--- config.mk ---
export PLATFORM = sky130hd
export DESIGN_NAME = acc_ptr_unit
export DESIGN_NICKNAME = d
export VERILOG_FILES = /design/src/rtl/acc_ptr_pkg.sv /design/src/rtl/acc_ptr_stepper.sv /design/src/rtl/acc_ptr_ctrl.sv /design/src/rtl/acc_ptr_unit.sv
export SDC_FILE = /design/constraint.sdc
export NUM_CORES = 1
export LEC_CHECK = 0
export BUFFER_PORTS_ARGS = -buffer_cell sky130_fd_sc_hd__buf_4
export CORE_ASPECT_RATIO = 0.9
export CORE_MARGIN = 8
export CORE_UTILIZATION = 44
export DETAILED_ROUTE_END_ITERATION = 8
export GPL_TIMING_DRIVEN = 0
export PLACE_DENSITY = 0.77
export RECOVER_POWER = 25
export REMOVE_ABC_BUFFERS = 1
export SLEW_MARGIN = 15
export SYNTH_ARGS = -nofsm -noshare
export SYNTH_HDL_FRONTEND = slang
export SYNTH_SLANG_ARGS = --single-unit
--- constraint.sdc ---
create_clock -name clk -period 2.1 [get_ports clk]
set_clock_uncertainty 0.2 [all_clocks]
set_input_delay 0.42 -clock clk [delete_from_list [all_inputs] [get_ports clk]]
set_output_delay 0.42 -clock clk [all_outputs]
set_load 0.01 [all_outputs]
--- src/rtl/acc_ptr_pkg.sv ---
package acc_ptr_pkg;
    localparam int AP_PTR_W  = 4;
    localparam int AP_MODE_W = 3;
    localparam int AP_DATA_W = 8;
    localparam int AP_CLR_BIT = 7;
    localparam int AP_DIR_BIT = 6;

    typedef enum logic {
        SEL_PTR  = 1'b0,
        SEL_CTRL = 1'b1
    } ap_sel_e;
endpackage

--- src/rtl/acc_ptr_stepper.sv ---
// Combinational windowed step: one candidate per window width, selected by mode.
module acc_ptr_stepper #(
    parameter int PTR_W  = 4,
    parameter int MODE_W = 3
) (
    input  logic [PTR_W-1:0]  ptr_i,
    input  logic [MODE_W-1:0] mode_i,
    input  logic              dir_i,
    output logic [PTR_W-1:0]  ptr_o,
    output logic              step_en_o
);
    localparam int NWIN = PTR_W;
    localparam int IDXW = $clog2(NWIN + 1);

    logic [PTR_W-1:0] moved;
    logic [PTR_W-1:0] cand [NWIN+1];
    logic [IDXW-1:0]  win_idx;

    assign moved   = dir_i ? (ptr_i - 1'b1) : (ptr_i + 1'b1);
    assign cand[0] = ptr_i;

    generate
        for (genvar w = 1; w <= NWIN; w++) begin : g_win
            localparam logic [PTR_W-1:0] MASK = PTR_W'((1 << w) - 1);
            assign cand[w] = (ptr_i & ~MASK) | (moved & MASK);
        end
    endgenerate

    always_comb begin
        if (int'(mode_i) > NWIN) begin
            win_idx = IDXW'(NWIN);
        end else begin
            win_idx = IDXW'(mode_i);
        end
    end

    assign ptr_o     = cand[win_idx];
    assign step_en_o = (mode_i != '0);
endmodule

--- src/rtl/acc_ptr_ctrl.sv ---
// Control register: direction and modulus code, plus a self-clearing clear request.
module acc_ptr_ctrl #(
    parameter int DATA_W  = 8,
    parameter int MODE_W  = 3,
    parameter int CLR_BIT = 7,
    parameter int DIR_BIT = 6
) (
    input  logic              clk,
    input  logic              rst_n,
    input  logic              wr_i,
    input  logic [DATA_W-1:0] wdata_i,
    output logic [MODE_W-1:0] mode_o,
    output logic              dir_o,
    output logic              clr_o,
    output logic [DATA_W-1:0] rdata_o
);
    typedef struct packed {
        logic              dir;
        logic [MODE_W-1:0] mode;
    } ctrl_t;

    ctrl_t ctrl_d, ctrl_q;
    logic  unused_wbits;

    always_comb begin
        ctrl_d = ctrl_q;
        if (wr_i) begin
            ctrl_d.dir  = wdata_i[DIR_BIT];
            ctrl_d.mode = wdata_i[MODE_W-1:0];
        end
    end

    always_ff @(posedge clk or negedge rst_n) begin
        if (!rst_n) begin
            ctrl_q <= '0;
        end else begin
            ctrl_q <= ctrl_d;
        end
    end

    assign mode_o = ctrl_q.mode;
    assign dir_o  = ctrl_q.dir;
    assign clr_o  = wr_i & wdata_i[CLR_BIT];
    assign unused_wbits = ^wdata_i;

    always_comb begin
        rdata_o                = '0;
        rdata_o[DIR_BIT]       = ctrl_q.dir;
        rdata_o[MODE_W-1:0]    = ctrl_q.mode;
    end
endmodule

--- src/rtl/acc_ptr_unit.sv ---
module acc_ptr_unit
    import acc_ptr_pkg::*;
#(
    parameter int PTR_W   = AP_PTR_W,
    parameter int MODE_W  = AP_MODE_W,
    parameter int DATA_W  = AP_DATA_W,
    parameter int CLR_BIT = AP_CLR_BIT,
    parameter int DIR_BIT = AP_DIR_BIT
) (
    input  logic              clk,
    input  logic              rst_n,
    input  logic              wr_en,
    input  logic              wr_sel,
    input  logic [DATA_W-1:0] wr_data,
    input  logic              op_done,
    output logic [PTR_W-1:0]  acc_sel,
    output logic [DATA_W-1:0] ptr_rdata,
    output logic [DATA_W-1:0] ctrl_rdata
);
    typedef struct packed {
        logic [PTR_W-1:0] ptr;
    } ptr_state_t;

    ptr_state_t        state_d, state_q;
    logic              ptr_wr, ctrl_wr;
    logic [MODE_W-1:0] mode;
    logic              dir;
    logic              clr_req;
    logic [PTR_W-1:0]  stepped;
    logic              step_en;

    assign ptr_wr  = wr_en && (ap_sel_e'(wr_sel) == SEL_PTR);
    assign ctrl_wr = wr_en && (ap_sel_e'(wr_sel) == SEL_CTRL);

    acc_ptr_ctrl #(
        .DATA_W (DATA_W),
        .MODE_W (MODE_W),
        .CLR_BIT(CLR_BIT),
        .DIR_BIT(DIR_BIT)
    ) u_ctrl (
        .clk    (clk),
        .rst_n  (rst_n),
        .wr_i   (ctrl_wr),
        .wdata_i(wr_data),
        .mode_o (mode),
        .dir_o  (dir),
        .clr_o  (clr_req),
        .rdata_o(ctrl_rdata)
    );

    acc_ptr_stepper #(
        .PTR_W (PTR_W),
        .MODE_W(MODE_W)
    ) u_step (
        .ptr_i    (state_q.ptr),
        .mode_i   (mode),
        .dir_i    (dir),
        .ptr_o    (stepped),
        .step_en_o(step_en)
    );

    // Priority: clear, then auto-step, then explicit pointer write.
    always_comb begin
        state_d = state_q;
        if (clr_req) begin
            state_d.ptr = '0;
        end else if (op_done && step_en) begin
            state_d.ptr = stepped;
        end else if (ptr_wr) begin
            state_d.ptr = wr_data[PTR_W-1:0];
        end
    end

    always_ff @(posedge clk or negedge rst_n) begin
        if (!rst_n) begin
            state_q <= '0;
        end else begin
            state_q <= state_d;
        end
    end

    assign acc_sel = state_q.ptr;

    always_comb begin
        ptr_rdata              = '0;
        ptr_rdata[PTR_W-1:0]   = state_q.ptr;
    end

    // clear request beats everything in its cycle
    a_r3_clear_wins: assert property (@(posedge clk) disable iff (!rst_n)
        (ctrl_wr && wr_data[CLR_BIT]) |=> (acc_sel == '0));

    // code 000 never moves the pointer on its own
    a_r4_mode0_hold: assert property (@(posedge clk) disable iff (!rst_n)
        (!wr_en && mode == '0) |=> $stable(acc_sel));

    // modulo-2 window toggles bit 0 and keeps the rest
    a_r6_upper_held: assert property (@(posedge clk) disable iff (!rst_n)
        (!wr_en && op_done && mode == MODE_W'(1)) |=>
        ((acc_sel[PTR_W-1:1] == $past(acc_sel[PTR_W-1:1])) &&
         (acc_sel[0] != $past(acc_sel[0]))));

    // full-width and reserved codes increment modulo 2^PTR_W
    a_r7_full_inc: assert property (@(posedge clk) disable iff (!rst_n)
        (!wr_en && op_done && int'(mode) >= PTR_W && !dir) |=>
        (acc_sel == PTR_W'($past(acc_sel) + 1'b1)));

    // plain pointer write loads the low data bits
    a_r8_write_loads: assert property (@(posedge clk) disable iff (!rst_n)
        (ptr_wr && !op_done) |=> (acc_sel == $past(wr_data[PTR_W-1:0])));

    // enabled step wins over a coincident pointer write
    a_r9_step_over_write: assert property (@(posedge clk) disable iff (!rst_n)
        (ptr_wr && op_done && int'(mode) >= PTR_W && dir) |=>
        (acc_sel == PTR_W'($past(acc_sel) - 1'b1)));
endmodule

# ---- Word level (Yosys, flattened, before mapping)
# Index checks and enable logic that the tools add are counted.
dict set report classes {
  add_sub_neg 2
  order_cmp 2
  n_mux 8
  n_bitwise 6
  n_reduce_logical 5
}
# op count
set ops {}
lappend ops {{two-way mux 4 bit} 6}
lappend ops {{binary-select mux 4 bit (select 3 bit)} 1}
lappend ops {{nonzero test 3 bit} 2}
lappend ops {{adder 4 x 1 -> 4 bit (second input constant)} 1}
lappend ops {{greater-or-equal comparator 4 bit (second input constant)} 1}
lappend ops {{NOT 3 -> 4 bit} 1}
lappend ops {{OR 4 x 1 -> 4 bit} 1}
lappend ops {{OR 4 x 2 -> 4 bit} 1}
lappend ops {{OR 4 x 3 -> 4 bit} 1}
lappend ops {{subtractor 4 x 1 -> 4 bit (second input constant)} 1}
lappend ops {{> comparator 3 bit (second input constant)} 1}
lappend ops {{logical AND 1 bit} 3}
lappend ops {{two-way mux 3 bit} 1}
lappend ops {{bitwise AND 1 bit} 1}
lappend ops {{NOT 1 bit} 1}
dict set report word_totals {
  register_bits 8
  input_bits 13
  output_inout_bits 20
  elab_cells 26
}

# ---- Depth between registers and ports, before layout
# Gate-level depths: netlist (run 1).
dict set report logic_depth {
  depth_word 8
  depth_mapped 5
  mapped_depth_nobuf 5
}

# ---- Hierarchy
# Synthesis (run 1) repeated with hierarchy kept, for this count alone.
dict set report unflattened {
  cells_unflattened 81
  hier_area_um2 748.2
}
# mod n_inst cells_per_inst area_each_um2 seq_area_each_um2
set modules_own_cells {}
lappend modules_own_cells {acc_ptr_unit 1 31 294.0 100.1}
lappend modules_own_cells {acc_ptr_stepper 1 32 237.7 0.0}
lappend modules_own_cells {acc_ptr_ctrl 1 18 216.5 100.1}

# ---- Worst setup path before layout (run 1)
# OpenSTA, ideal clock, no wires.
dict set report synth_timing {
  kind {reg-to-reg}
  startpoint {reg state_q (netlist bit acc_sel[0])}
  endpoint {reg state_q (netlist bit acc_sel[1])}
  setup_ps 95
  arrival_time_ps 1439
  t_required_ps 1805
  setup_slack_ps 366
  path_stages_with_launch 6
  path_buffers 0
  period_less_slack_ps 1734
  cell_sequence {dfrtp_1 -> fa_1 -> o21ai_0 -> nor2_1 -> a21oi_2 -> o31ai_1}
}
dict set report synth_via {
  elab_chain_cells 8
  elab_cells_between_ends 10
  cone_classes {add/sub (2); mux (6); bitwise (2)}
}
# element line
set synth_lines {}
lappend synth_lines {{from (decl)} acc_ptr_unit.sv:24} ;# ptr_state_t state_d, state_q;
lappend synth_lines {{from (signal assigned)} acc_ptr_unit.sv:78} ;# state_q <= state_d;
lappend synth_lines {{adder 4 x 1 -> 4 bit / subtractor 4 x 1 -> 4 bit (equally long branches)} acc_ptr_stepper.sv:19} ;# assign moved = dir_i ? (ptr_i - 1'b1) : (ptr_i + 1'b1);
lappend synth_lines {{two-way mux 4 bit *} acc_ptr_stepper.sv:19}
lappend synth_lines {{OR 4 x 3 -> 4 bit / OR 4 x 2 -> 4 bit (equally long branches)} acc_ptr_stepper.sv:25} ;# assign cand[w] = (ptr_i & ~MASK) | (moved & MASK);
lappend synth_lines {{binary-select mux 4 bit (select 3 bit) *} acc_ptr_stepper.sv:37} ;# assign ptr_o = cand[win_idx];
lappend synth_lines {{two-way mux 4 bit (not written as such) * (2 in a row)} acc_ptr_stepper.sv:37}
lappend synth_lines {{two-way mux 4 bit *} acc_ptr_unit.sv:67} ;# end else if (op_done && step_en) begin
lappend synth_lines {{two-way mux 4 bit *} acc_ptr_unit.sv:65} ;# if (clr_req) begin
# Mark *: on every way between the ends. The rest lies on a longest branch, timed or not. The select of a mux whose other input is x is not followed.
# A chain may end at the register's enable or synchronous reset.

# ---- Worst setup path in the final report (run 1)
# Ends and elaborated chain as after synthesis.

==> results.cfg, run 1 <==
[floorplanning]
rows = 13
io-pin-count = 33
die_area_um2 = 3039
coreArea_um2 = 1448
initial_core_util_pct = 46.50
dieWidth_um = 57.23
die_h_um = 53.11

[power]
finalPower_uw = 770.6
switching_share_pct = 39.84
clkPwrFrac_pct = 15.5
power_frac_comb_pct = 49.4
ir_worst_vdd_mv = 0.4463
p_int_uw = 463.6
power.switching_uw = 307.0
powerDensity_nw_per_um2 = 959.3
seqPwrFrac_pct = 35.1
leakagePower_uw = 0.0003790

[global_route]
grt_pass1_vias = 550
grtUsageTotal_pct = 10.37
antenna_found_initial = 0
grt_pass1_wl_um = 2525
grt_overflow = 0
grt_max_degree = 11

[detailed_routing]
first_iter_violations = 9
detail_route.first_pass.iterations = 4
final_antenna_net_count = 0
drc = 0
routedWlPerCell_um = 14.94
vias = 595
viasPerCell = 5.667
drt-total-wl_um = 1569

[yosys]
syn_area_per_cell_um2 = 9.481
ys_seq_elements = 8
syn-cell-area_um2 = 673.1
ys_warn_count = 0
synth.distinct_cells = 33
syn-instance-count = 71
synth-seq-area-share_pct = 29.74

[place]
placed_area_um2 = 774.5
gp_congestion = 0.8975
hpwl_um = 1284
placedCellCount = 101
portBuffers = 22

[timing]
tns_ns = 0
slew_viol_final = 0
clock.fmax_mhz = 547.4
period_share_pct = 86.99
fin_crit_ns = 1.827
grt_setup_unrepaired = false
hold_viol = 0
setup_viol = 0

[cts]
cts_root_buf = clkbuf_4
htreeDepth = 1
cts_max_path_buffers = 2
clk_latency_ns = 0.26
cts_sinks = 8
cts.clk_slew.worst_paths_ns = 0.05
postCtsSetupBuffers = 0
cts_tree = built
cts_buffers = 3

[critical_path]
critical_path.endpoint_type = flop
critPathMaxFanout = 7
critPathKind = flop to flop
cp.arrival_ns = 1.79
crit_required_ns = 2.06
cp-start-kind = flop

[final_layout]
insertedDiodeCount = 0
finalNetCount = 108
synthToLayoutAreaGrowth_pct = 19.33
final_util_pct = 55.49
n_fill_cell = 145
fin_cells = 105
drive_above_1_share_pct = 35.56
finalInstanceArea_um2 = 803.3

[flow_run]
maxCapViolations = 0

[status]
status = complete, no violations

[hold_path]
hold_class = input pin to flop
cells by family after synthesis:
| family | synth area share, % |
|---|---|
| xor+xnor | 2.603 |
| other cells | 0.5571 |
| compound gates | 22.68 |
| simple gates | 12.27 |
| flops | 29.74 |
| mux | 8.178 |
| buf+inv | 17.29 |
| fa+ha+maj | 6.691 |
power groups by stage:
stage | Sequential, uW | Clock [uW] | Combinational (uW)
finish | 271 | 120 | 380
detailed placement | 274 | 0 | 379
floorplan | 293 | 0 | 183
global placement | 267 | 0 | 376
CTS | 272 | 121 | 386
global route | 282 | 125 | 429
cell type report:
class / count / area [um2] / share of cell area [%]
tap: 15 / 18.77 / 2.336
inverter: 2 / 7.507 / 0.9346
clock buffer: 3 / 22.52 / 2.804
multi-input combinational: 54 / 382.9 / 47.66
sequential: 8 / 200.2 / 24.92
timing repair buffer: 23 / 171.4 / 21.34
registers in the layout, indices dropped and copies added (netlist names):
register       cells
acc_sel            4
u_ctrl.mode_o      3
u_ctrl.dir_o       1
metal layers:
layer	wire length [um]	GRT usage [%]	vias up	share of wire (%)
met2	760	17.23	30	48
met1	628	11.77	279	40
li1	-	-	281	-
met5	0	0	-	0
met3	149	3.623	5	9.5
met4	31	4.979	0	2.0
worst max-delay path: stages, from the launching register on:
cell and delay [ns]:
dfrtp_1 0.48, fa_1 0.58, o21ai_0 0.08, nor2_1 0.13, a21oi_2 0.04, o31ai_1 0.23
placed cells by master (no fill, tap or decap), types with 2 or more instances in the layout:
cell type	instances
a21oi_1	3
nor3_1	2
inv_1	2
conb_1	8
buf_4	21
ha_1	2
mux2_2	4
dfrtp_1	8
o21ai_0	3
a31oi_1	2
a21o_1	2
a21oi_2	2
nand3_1	4
nand2_1	4
clkbuf_4	3
timing repair:
action,CTS,global route
setup endpoints to repair,0,0
hold buffers,1,0
endpoints found under the hold margin,8,0
gates resized for setup,0,0
per-stage QoR:
step | hold WS [ns] | setup slack, ns
after floorplan | -0.07559 | 0.3226
after global placement | 0.04224 | 0.3181
after detailed placement | 0.04565 | 0.3102
after CTS | 0.2019 | 0.2730
after global routing | 0.2017 | 0.1463
final | 0.1985 | 0.2731
path summary, 6_finish.rpt:
check / end / slack (ns) / startpoint / depth (start not counted)
min in group asynchronous: u_ctrl.mode_o[0] / 0.40 / rst_n / 2
worst min-delay path: u_ctrl.dir_o / 0.20 / wr_data[6] / 2
max in group asynchronous: u_ctrl.dir_o / 0.99 / rst_n / 2
worst max register to register: acc_sel[1] / 0.27 / acc_sel[0] / 5
worst min register to register: acc_sel[2] / 0.39 / acc_sel[2] / 2
worst max-delay path: acc_sel[1] / 0.27 / acc_sel[0] / 5
synthesized netlist by cell type (all sizes together):
cell type	instances	area (um2)
fa	1	20.02
o2111ai	1	8.760
nand3	4	20.02
o21ai	3	15.01
and3	1	6.260
nor2	1	3.750
xor2	1	8.760
o31ai	2	28.78
o211ai	1	7.510
a31oi	2	12.51
ha	2	25.02
nand2b	1	6.260
and2	1	6.260
mux2	4	45.04
o22ai	1	6.260
a21o	2	15.01
a21oi	5	32.53
nand2	4	15.01
xnor2	1	8.760
mux2i	1	10.01
o31a	1	8.760
and2b	1	8.760
conb	1	3.750
a22oi	1	7.510
buf	14	108.9
dfrtp	8	200.2
nor3	2	10.01
a32o	1	10.01
nor4	1	6.260
inv	2	7.510
Note: power is estimated with default switching activity, not from simulation.
==> inputs of run 2 (changes only) <==
--- a/config.mk
+++ b/config.mk
@@ -8,13 +8,14 @@
 export BUFFER_PORTS_ARGS = -buffer_cell sky130_fd_sc_hd__buf_4
 export CORE_ASPECT_RATIO = 0.9
 export CORE_MARGIN = 8
-export CORE_UTILIZATION = 44
+export CORE_UTILIZATION = 46
 export DETAILED_ROUTE_END_ITERATION = 8
 export GPL_TIMING_DRIVEN = 0
-export PLACE_DENSITY = 0.77
+export PLACE_DENSITY = 0.78
 export RECOVER_POWER = 25
 export REMOVE_ABC_BUFFERS = 1
 export SLEW_MARGIN = 15
 export SYNTH_ARGS = -nofsm -noshare
 export SYNTH_HDL_FRONTEND = slang
+export SYNTH_HIERARCHICAL = 1
 export SYNTH_SLANG_ARGS = --single-unit
==> run 2 against run 1 <==
Via count unchanged. Power down 3.7%. Area after synthesis is 11% higher. Hold slack improved by 0.0055 ns. Highest routed layer unchanged.
==> results.cfg, run 2 <==
[status]
status = complete, no violations

[cts]
htreeDepth = 1
cts_buffers = 3
cts-resized-gates = 0
cts.clk_slew.worst_paths_ns = 0.05
clk_latency_ns = 0.25
cts_tree = built
cts_max_path_buffers = 2
cts_sinks = 8
cts_root_buf = clkbuf_4
postCtsSetupBuffers = 0

[yosys]
synth.distinct_cells = 26
synth_commonest_cells = 16 x buf_4, 8 x dfrtp_1, 7 x a21oi_1, 7 x mux2i_1
synth-seq-area-share_pct = 26.76
yosysMostFrequentCell = buf_4
synthSimpleGateAreaFrac_pct = 16.05
muxShareOfSynthArea_pct = 15.38
synth_area_leaders = dfrtp_1 27%, buf_4 16%, mux2i_1 9.4%
syn-instance-count = 81
synth-xor-area-share_pct = 1.171
synth-main-ff-cell = dfrtp_1
synth_edf_count = 0
ys_seq_elements = 8
synthAdderAreaFrac_pct = 7.692
synth_top_family_by_area = buffers and inverters
yosysTopAreaCellShare_pct = 26.76
synth-compound-area-share_pct = 13.21
ys_warn_count = 6
async_flop_share_pct = 100.0
syn_area_per_cell_um2 = 9.237
synth_top_cell_by_area = dfrtp_1
syn-cell-area_um2 = 748.2

[timing]
tns_ns = 0
slew_viol_final = 0
grt_setup_unrepaired = false
period_share_pct = 91.09
hold_viol = 0
setup_ws_ns = 0.1870
setup_viol = 0
fin_crit_ns = 1.913
clock.fmax_mhz = 522.7

[flow_run]
maxCapViolations = 0

[final_layout]
insertedDiodeCount = 0
largest_register_ff_count = 4
finalNetCount = 115
n_fill_cell = 139
final_common_cell = buf_4
synthToLayoutAreaGrowth_pct = 16.22
mostFrequentLayoutCells = 21 x buf_4, 8 x conb_1, 8 x dfrtp_1
drive_above_1_share_pct = 33.33

[critical_path]
r2r_end = acc_sel[3]
critPathKind = flop to flop
cp.arrival_ns = 1.89
critical_path.endpoint_type = flop
reg2reg_from = u_ctrl/dir_o
critPathMaxFanout = 10
ff2ff_setup_slack_ns = 0.19
crit_required_ns = 2.08
rr_worst_depth = 6
cp-start-kind = flop

[global_route]
grt_max_degree = 14
grtUsageTotal_pct = 9.831
grt_overflow = 0
grt_pass1_vias = 576
antenna_found_initial = 0
grt_pass1_wl_um = 2346

[detailed_routing]
final_antenna_net_count = 0
viasPerCell = 4.958
first_iter_violations = 16
drc = 0
vias = 595
drt-total-wl_um = 1542
detail_route.first_pass.iterations = 4
routedWlPerCell_um = 12.85

[floorplanning]
initial_core_util_pct = 46.94
dieWidth_um = 58.51
die_area_um2 = 3175
io-pin-count = 33
coreArea_um2 = 1594
rows = 14
die_h_um = 54.26

[place]
dpl_worst_slack_ns = 0.1813
hpwl_um = 1313
gp_congestion = 0.8765
portBuffers = 22

[hold_path]
hold_depth = 2
hold-path-endpoint = u_ctrl/dir_o
hold_class = input pin to flop
hold_start = wr_data[6]

[power]
ir_worst_vdd_mv = 0.5845
leakagePower_uw = 0.0004199
powerDensity_nw_per_um2 = 853.2
-- run 2: cell count changes after synthesis, moves of 3 or more --
cell | before | now
a21oi_1 | 3 | 7
buf_4 | 13 | 16
mux2i_1 | 1 | 7
nand3_1 | 4 | 1
o31ai_1 | 1 | 4
-- run 2: logic make-up after synthesis --
family                     Yosys count
other                                2
muxes                               11
DFF                                  8
buffers and inverters               21
adders and majority gates            4
AOI/OAI and AO/OA                   16
and+or+nand+nor                     18
xor gates and xnor gates             1
-- run 2: where the power goes --
part	leakage, uW	total (uW)	switching [uW]	internal (uW)
Sequential	0.0000940	245	57.4	188
Clock	0.0000138	111	46.1	64.9
Combinational	0.000312	386	184	202
-- run 2: area by class of cell --
type	count	area (um2)	area share, %
sequential	8	200.2	23.02
inverter	4	15.01	1.727
tap	24	30.03	3.453
timing repair buffer	23	171.4	19.71
clock buffer	3	22.52	2.590
multi-input combinational	58	430.4	49.50
-- run 2: repair_timing --
action | 4_1_cts | 5_1_grt
endpoints found under the setup margin | 0 | 0
hold buffers | 1 | 0
hold endpoints to repair | 8 | 0
-- run 2: worst max path at each step --
stage / from / slack [ns] / endpoint
3_3_place_gp: u_ctrl/dir_o / 0.20 / acc_sel[3]
2_1_floorplan: acc_sel[0] / 0.31 / acc_sel[2]
5_1_grt: u_ctrl/dir_o / 0.05 / acc_sel[3]
4_1_cts: u_ctrl/dir_o / 0.16 / acc_sel[3]
3_5_place_dp: u_ctrl/dir_o / 0.18 / acc_sel[3]
6_report: u_ctrl/dir_o / 0.19 / acc_sel[3]
-- run 2: per-layer routing --
layer,global-route usage (%),up-vias,routed length (um)
met1,9.550,284,645
met5,0,-,0
li1,-,290,-
met2,17.40,18,792
met3,3.052,3,74
met4,8.130,0,29
-- run 2: metrics by stage --
stage,instance area [um2],utilization [%],power (uW),instances,hold slack [ns]
after floorplan,645.6,-,476.0,70,-0.07559
after global placement,840.8,52.75,622.1,116,0.03772
after detailed placement,840.8,52.75,633.7,116,0.03823
after CTS,873.3,54.79,750.9,120,0.2034
after global routing,869.6,54.55,797.4,120,0.2026
final,869.6,54.55,741.9,120,0.2041
-- run 2: critical path: stages, from the launching register on --
cell	delay [ns]
dfrtp_1	0.48
ha_1	0.42
a21oi_1	0.11
a211o_1	0.29
o211ai_1	0.09
mux2i_1	0.09
a21oi_1	0.14
==> inputs of run 3 (changes only) <==
--- a/config.mk
+++ b/config.mk
@@ -13,7 +13,6 @@
 export GPL_TIMING_DRIVEN = 0
 export PLACE_DENSITY = 0.78
 export RECOVER_POWER = 25
-export REMOVE_ABC_BUFFERS = 1
 export SLEW_MARGIN = 15
 export SYNTH_ARGS = -nofsm -noshare
 export SYNTH_HDL_FRONTEND = slang
==> run 3 against run 2 <==
Critical path depth did not move. Sequential power decreased by 2%. First-iteration DRC count decreased by 31%. Global-route usage rose by 1.6 points. Via count grew 6.9%. Largest power group unchanged.
==> results.cfg, run 3 (synthesis results as in run 2) <==
[power]
powerDensity_nw_per_um2 = 804.8
switching_share_pct = 36.87
clkPwrFrac_pct = 13.8
power.switching_uw = 295.2
seqPwrFrac_pct = 30.1
leakagePower_uw = 0.0005062
power_frac_comb_pct = 56.1
p_int_uw = 505.4
ir_worst_vdd_mv = 0.3731

[global_route]
grt_pass1_vias = 669
grtUsageTotal_pct = 11.41
antenna_found_initial = 0
grt_pass1_wl_um = 2822
grt_overflow = 0
grt_max_degree = 11

[detailed_routing]
viasPerCell = 4.642
routedWlPerCell_um = 12.09
first_iter_violations = 11
vias = 636
detail_route.first_pass.iterations = 4
drt-total-wl_um = 1656
final_antenna_net_count = 0
drc = 0

[floorplanning]
die_h_um = 54.26
rows = 14
initial_core_util_pct = 46.94
die_area_um2 = 3175
dieWidth_um = 58.51
coreArea_um2 = 1594
io-pin-count = 33

[final_layout]
drive_above_1_share_pct = 43.36
largest_register_ff_count = 4
multiInputGateArea_um2 = 430.4
insertedDiodeCount = 0
final_common_cell = buf_4
mostFrequentLayoutCells = 37 x buf_4, 8 x conb_1, 8 x dfrtp_1
finalInstanceArea_um2 = 994.7
n_fill_cell = 154
seqCellArea_um2 = 200.2
finalNetCount = 132
synthToLayoutAreaGrowth_pct = 32.94

[critical_path]
path_cells = ha_1, a21oi_1, a211o_1, o211ai_1, mux2i_1, a21oi_1
critical_path_buf_inv_count = 0
cp_slowest_stage_delay_ns = 0.48
crit_required_ns = 2.07
critPathTopFamily = compound AO/OA/AOI/OAI gates
critical_path.endpoint_type = flop
cp.arrival_ns = 1.90
critPathKind = flop to flop
crit_slowest_cell = dfrtp_1
ff2ff_setup_slack_ns = 0.17
critPathMaxFanout = 10
cp-start-kind = flop
cp_common_cell = a21oi_1
reg2reg_from = u_ctrl/dir_o
startpoint = u_ctrl/dir_o

[cts]
htreeDepth = 1
cts.clk_slew.worst_paths_ns = 0.05
cts_sinks = 8
clk_latency_ns = 0.24
cts_root_buf = clkbuf_4
postCtsSetupBuffers = 0
cts_max_path_buffers = 2
cts_buffers = 3
cts_tree = built

[timing]
clock.fmax_mhz = 518.0
fin_crit_ns = 1.931
slew_viol_final = 0
grt_setup_unrepaired = false
setup_viol = 0
period_share_pct = 91.93
tns_ns = 0
hold_viol = 0

[status]
status = complete, no violations

[place]
gp_congestion = 0.8009
portBuffers = 22
hpwl_um = 1405
placed_area_um2 = 965.9

[flow_run]
maxCapViolations = 0

[hold_path]
hold_start = wr_data[6]
hold_class = input pin to flop
## run 3: worst paths after layout
path,cells after the start,endpoint
hold reg to reg,1,u_ctrl/mode_o[2]
hold / removal,2,u_ctrl/dir_o
setup reg to reg,6,acc_sel[3]
max in group asynchronous,2,u_ctrl/mode_o[1]
setup / recovery,6,acc_sel[3]
min in group asynchronous,2,acc_sel[3]
## run 3: per-stage QoR
stage	total power (uW)	setup WS (ns)	hold slack [ns]	util, %	cells
final	800.6	0.1695	0.2109	62.40	137
after global routing	874.3	0.04670	0.2003	62.40	137
after CTS	812.9	0.1661	0.2053	62.64	137
after detailed placement	696.9	0.1980	0.04242	60.60	133
after global placement	680.1	0.2165	0.04040	60.60	133
after floorplan	535.3	0.3641	-0.07559	-	87
## run 3: repair_timing
item                      4_1_cts  5_1_grt
hold endpoints to repair        8        0
hold buffers                    1        0
resized for setup               0        0
## run 3: metal layers
metal / track usage, % / up-vias / part of all wire (%)
li1: - / 324 / -
met1: 12.11 / 296 / 44
met2: 20.88 / 16 / 50
met3: 4.930 / 0 / 6.4
met4: 2.439 / 0 / 0
met5: 0 / - / 0
## run 3: power by group through the flow
stage	Sequential (uW)	Clock [uW]	Combinational, uW
floorplan	239	0	297
global placement	242	0	438
detailed placement	244	0	453
CTS	242	115	456
global route	250	126	498
finish	241	110	449
## run 3: area by class of cell
type	count	area share, %
multi-input combinational	58	43.27
sequential	8	20.13
timing repair buffer	23	17.23
buffer	17	12.58
tap	24	3.019
clock buffer	3	2.264
inverter	4	1.509
## run 3: worst register-to-register path, stage by stage (launching register included)
cell and delay (ns):
dfrtp_1 0.48, ha_1 0.42, a21oi_1 0.11, a211o_1 0.30
o211ai_1 0.09, mux2i_1 0.10, a21oi_1 0.16
